<file path="src/rtl/cal_seq_pkg.sv">
package cal_seq_pkg;

    localparam int NUM_ENG   = 5;
    localparam int ENG_W     = $clog2(NUM_ENG);
    localparam int MAX_STEPS = 3;
    localparam int IDX_W     = $clog2(MAX_STEPS);
    localparam int SEL_W     = 2;

    // Engine numbering: fixes the bit order of strobe and done vectors
    typedef enum logic [ENG_W-1:0] {
        ENG_DAC   = 3'd0,
        ENG_IGAIN = 3'd1,
        ENG_IOFF  = 3'd2,
        ENG_SGAIN = 3'd3,
        ENG_SOFF  = 3'd4
    } eng_e;

    typedef enum logic [1:0] {
        ST_IDLE,
        ST_LAUNCH,
        ST_WAIT,
        ST_FINISH
    } state_e;

    typedef struct packed {
        logic             sys;
        logic [SEL_W-1:0] sel;
    } cal_code_t;

endpackage

</file>
<file path="src/rtl/cal_seq_plan.sv">
// Maps a captured calibration code and a step index to the engine of that
// step, and flags whether it is the final step of the list.
module cal_seq_plan
    import cal_seq_pkg::*;
(
    input  cal_code_t        code,
    input  logic [IDX_W-1:0] idx,
    output logic [ENG_W-1:0] eng,
    output logic             last
);

    logic [ENG_W-1:0] gain_eng;
    logic [ENG_W-1:0] offs_eng;

    // Mode bit chooses between the internal and system gain/offset engines
    always_comb begin
        gain_eng = code.sys ? ENG_SGAIN : ENG_IGAIN;
        offs_eng = code.sys ? ENG_SOFF  : ENG_IOFF;
    end

    always_comb begin
        eng  = offs_eng;
        last = 1'b1;
        unique case (code.sel)
            2'b00: begin
                // Full list: DAC, then gain, then offset
                if (idx == IDX_W'(0)) begin
                    eng  = ENG_DAC;
                    last = 1'b0;
                end else if (idx == IDX_W'(1)) begin
                    eng  = gain_eng;
                    last = 1'b0;
                end else begin
                    eng  = offs_eng;
                    last = 1'b1;
                end
            end
            2'b01: begin
                // Gain, then offset
                if (idx == IDX_W'(0)) begin
                    eng  = gain_eng;
                    last = 1'b0;
                end else begin
                    eng  = offs_eng;
                    last = 1'b1;
                end
            end
            2'b10: begin
                eng  = offs_eng;
                last = 1'b1;
            end
            2'b11: begin
                eng  = gain_eng;
                last = 1'b1;
            end
        endcase
    end

endmodule

</file>
<file path="src/rtl/cal_seq_go.sv">
// Turns the active engine number into a strobe vector and picks out that
// engine's done input from the handshake vector.
module cal_seq_go
    import cal_seq_pkg::*;
(
    input  logic [ENG_W-1:0]   eng,
    input  logic               fire,
    input  logic [NUM_ENG-1:0] done_vec,
    output logic [NUM_ENG-1:0] go_vec,
    output logic               done_hit
);

    logic [NUM_ENG-1:0] sel_mask;

    for (genvar e = 0; e < NUM_ENG; e++) begin : g_eng
        assign sel_mask[e] = (eng == ENG_W'(e));
        assign go_vec[e]   = fire & sel_mask[e];
    end

    assign done_hit = |(done_vec & sel_mask);

endmodule

</file>
<file path="src/rtl/cal_step_seq.sv">
module cal_step_seq
    import cal_seq_pkg::*;
(
    input  logic               clk,
    input  logic               rst_n,
    input  logic               start_i,
    input  logic               cal_mode_i,
    input  logic [SEL_W-1:0]   cal_sel_i,
    input  logic [NUM_ENG-1:0] step_done_i,
    output logic [NUM_ENG-1:0] step_go_o,
    output logic               busy_o,
    output logic               cal_done_o
);

    state_e           state_q;
    state_e           state_d;
    cal_code_t        code_q;
    cal_code_t        code_in;
    logic [IDX_W-1:0] idx_q;
    logic [ENG_W-1:0] cur_eng;
    logic             cur_last;
    logic             fire;
    logic             done_hit;
    logic             accept;
    logic             advance;

    assign code_in.sys = cal_mode_i;
    assign code_in.sel = cal_sel_i;

    cal_seq_plan u_plan (
        .code (code_q),
        .idx  (idx_q),
        .eng  (cur_eng),
        .last (cur_last)
    );

    cal_seq_go u_go (
        .eng      (cur_eng),
        .fire     (fire),
        .done_vec (step_done_i),
        .go_vec   (step_go_o),
        .done_hit (done_hit)
    );

    // Next-state logic
    always_comb begin
        state_d = state_q;
        accept  = 1'b0;
        advance = 1'b0;
        unique case (state_q)
            ST_IDLE: begin
                if (start_i) begin
                    accept  = 1'b1;
                    state_d = ST_LAUNCH;
                end
            end
            ST_LAUNCH: begin
                state_d = ST_WAIT;
            end
            ST_WAIT: begin
                if (done_hit) begin
                    if (cur_last) begin
                        state_d = ST_FINISH;
                    end else begin
                        advance = 1'b1;
                        state_d = ST_LAUNCH;
                    end
                end
            end
            ST_FINISH: begin
                state_d = ST_IDLE;
            end
        endcase
    end

    // State register
    always_ff @(posedge clk) begin
        if (!rst_n) begin
            state_q <= ST_IDLE;
        end else begin
            state_q <= state_d;
        end
    end

    // Captured code and step index
    always_ff @(posedge clk) begin
        if (!rst_n) begin
            code_q <= '0;
            idx_q  <= '0;
        end else if (accept) begin
            code_q <= code_in;
            idx_q  <= '0;
        end else if (advance) begin
            idx_q  <= idx_q + IDX_W'(1);
        end
    end

    // Output decode
    always_comb begin
        fire       = 1'b0;
        busy_o     = 1'b1;
        cal_done_o = 1'b0;
        unique case (state_q)
            ST_IDLE:   busy_o     = 1'b0;
            ST_LAUNCH: fire       = 1'b1;
            ST_WAIT:   fire       = 1'b0;
            ST_FINISH: cal_done_o = 1'b1;
        endcase
    end

endmodule

</file>
<file path="config.mk">
export PLATFORM = sky130hd
export DESIGN_NAME = cal_step_seq
export DESIGN_NICKNAME = d
export VERILOG_FILES = /design/src/rtl/cal_seq_pkg.sv /design/src/rtl/cal_seq_plan.sv /design/src/rtl/cal_seq_go.sv /design/src/rtl/cal_step_seq.sv
export SDC_FILE = /design/constraint.sdc
export NUM_CORES = 1
export LEC_CHECK = 0
export ABC_AREA = 1
export ABC_CLOCK_PERIOD_IN_PS = 4400
export BUFFER_PORTS_ARGS = -buffer_cell sky130_fd_sc_hd__buf_4
export CORE_MARGIN = 3
export CORE_UTILIZATION = 45
export CTS_CLUSTER_SIZE = 16
export DETAILED_ROUTE_END_ITERATION = 8
export PLACE_DENSITY = 0.71
export SYNTH_ARGS = -nofsm -noshare
export SYNTH_HDL_FRONTEND = slang
export SYNTH_SLANG_ARGS = --single-unit
</file>
<file path="constraint.sdc">
create_clock -name clk -period 4.4 [get_ports clk]
set_input_delay 0.66 -clock clk [delete_from_list [all_inputs] [get_ports clk]]
set_output_delay 0.66 -clock clk [all_outputs]
set_load 0.02 [all_outputs]
</file>
==> flow_summary.json <==
{
  "status": "finished clean",
  "drc": 0,
  "startpoint_type": "flop",
  "cts_setup_buffers": 0,
  "cp_data_required_time_ns": 3.74,
  "grt_max_degree": 9,
  "synth_edf_count": 0,
  "cap_violations": 0,
  "fin_area_sq_um": 775.7,
  "synthesis.area_sq_um": 604.3,
  "synthArstFlopShare_pct": 0,
  "fmax_mhz": 390.3,
  "clk_pin_slew_ns": 0.05,
  "avgSynthCellArea_sq_um": 5.983,
  "wirelength_microns": 1245,
  "netlist_instances": 101,
  "clock_sinks": 7,
  "yosys_warnings": 0,
  "ys_seq_area_share_pct": 23.19,
  "htree_num_levels": 1,
  "gr-usage-met2_pct": 23.35,
  "initial_core_util_pct": 50.95,
  "die_w_microns": 42.65,
  "ctsHoldBuffers": 0,
  "leakagePower_uw": 0.0004245,
  "die_y_microns": 42.65,
  "min_period_ns": 2.562,
  "pwr_density_cell_nw_per_um2": 294.6,
  "synth_top_area_share_pct": 23.19,
  "gr-max-usage-layer": "met2",
  "hp-class": "flop to flop",
  "wl_per_cell_microns": 9.154,
  "grt_pass1_wl_microns": 2145,
  "synth_area_leader_cell": "dfxtp_1",
  "hold_violations": 0,
  "drt-initial-drc-count": 6,
  "critical_path_class": "flop to output port",
  "cts_resized": 0,
  "numPortBuffers": 17,
  "met1_usage_pct": 18.78,
  "via_count": 658,
  "maxSlewViolCount": 0,
  "synth_cell_types": 18,
  "p_total_uw": 228.5,
  "synth_nets": 116,
  "area_growth_pct": 28.36,
  "grt_use_met3_pct": 3.863,
  "crit_fanout": 8,
  "tns_ns": 0,
  "critPathCaptureType": "output port",
  "placed_cell_area_sq_um": 749.5,
  "grt_usage_pct": 15.02,
  "gp_congestion": 0.7933,
  "cts_buffers": 3,
  "ios": 18,
  "fin_nets": 138,
  "ys_ff_latch": 7,
  "tightestPinTransition_ns": 0.2670,
  "drive_gt1_share_pct": 27.05,
  "coreArea_sq_um": 1186,
  "clock_skew_ns": 0.004939,
  "yosys-top-cells-area": "dfxtp_1 (23%), inv_1 (11%), nand2_1 (11%)",
  "ir_drop_uv": 180.9,
  "finalCritPeriodShare_pct": 58.23,
  "viasPerCell": 4.838,
  "yosys-top-cells-count": "inv_1 (18), nand2_1 (18), nor2_1 (15), nand3_1 (10), dfxtp_1 (7)",
  "die_area_sq_um": 1819,
  "cts_root_buffer": "clkbuf_4",
  "slew_headroom_pct": 82.14,
  "gr-total-overflow": 0,
  "antenna_found_initial": 0,
  "arrival_ns": 1.90,
  "clkLatencyLatePin_ns": 0.25,
  "grt_pass1_vias": 566,
  "firstDrtPassIters": 4,
  "rows": 12,
  "tritoncts": "yes",
  "clockBufferDepth": 2,
  "setup_viol": 0,
  "drtAntennaViolNets": 0,
  "synth_ff_type": "dfxtp_1",
  "hpwl_microns": 1040,
  "antennaDiodeCount": 0,
  "rsz0062_at_grt": "no"
}
power breakdown:
part           total, uW  leakage [uW]  switching (uW)  internal (uW)
combinational       94.0      0.000352            58.1           36.0
sequential          76.5     0.0000575            6.70           69.8
clock               58.0     0.0000150            23.5           34.6
routing by layer:
metal  wire length (microns)  share of wire, %
met5                       0                 0
met4                       7              0.56
met3                      71               5.7
met2                     575                46
met1                     591                47
sequential cells by signal, indices dropped and copies added, names as in the netlist:
| register | cells |
|---|---|
| state_q | 2 |
| code_q | 3 |
| idx_q | 2 |
worst max-delay path: stages, from the launching register on:
cell     delay, ns
dfxtp_1       0.35
inv_1         0.06
ha_1          0.23
inv_1         0.08
ha_1          0.22
nand2_1       0.06
nand3_1       0.07
nand3_2       0.15
inv_1         0.09
nor3_1        0.17
buf_4         0.17
logic make-up (layout without fill, tap and decap cells):
family,count (synthesis),in the layout,synth area share (%)
AO/OA/AOI/OAI,11,11,9.938
adder cells (fa/ha/maj),4,4,8.282
buffers and inverters,22,43,13.66
flip-flops,7,7,23.19
AND/OR/NAND/NOR,57,57,44.93
through the flow:
step / hold WS (ns) / instances / utilization, % / setup slack (ns)
6_report: 0.4965 / 136 / 65.40 / 1.838
5_1_grt: 0.5299 / 136 / 65.40 / 1.642
4_1_cts: 0.5037 / 136 / 65.40 / 1.820
3_5_place_dp: 0.4787 / 132 / 63.19 / 2.089
3_3_place_gp: 0.4746 / 132 / 63.19 / 2.137
2_1_floorplan: 0.4604 / 101 / - / 1.966
path summary, 6_finish.rpt:
kind | start | to | slack (ns) | cells after the start
setup reg to reg | idx_q[0] | idx_q[1] | 2.44 | 14
hold reg to reg | idx_q[1] | idx_q[1] | 0.50 | 2
setup / recovery | idx_q[0] | step_go_o[0] | 1.84 | 10
hold / removal | idx_q[1] | idx_q[1] | 0.50 | 2
cell type report:
cell class / count / area, sq um
multi-input cells: 72 / 381.6
clock buffers: 4 / 26.28
well taps: 14 / 17.52
flip-flops and latches: 7 / 140.1
inverters: 22 / 82.58
fillers: 130 / 410.4
repair buffers: 17 / 127.6
placed cells by master (no fill, tap or decap):
cell      netlist  final
a211oi_1        1      1
a21oi_1         5      5
buf_4           0     17
clkbuf_1        0      1
clkbuf_4        0      3
dfxtp_1         7      7
ha_1            4      4
inv_1          18     18
inv_2           4      4
nand2_1        18     18
nand2_2         1      1
nand3_1        10     10
nand3_2         3      3
nand3b_1        1      1
nand4_1         1      1
nor2_1         15     15
nor2_2          5      5
nor3_1          2      2
nor4_1          1      1
o21ai_0         4      4
o21bai_1        1      1
Power figures use the tool's default switching activity.
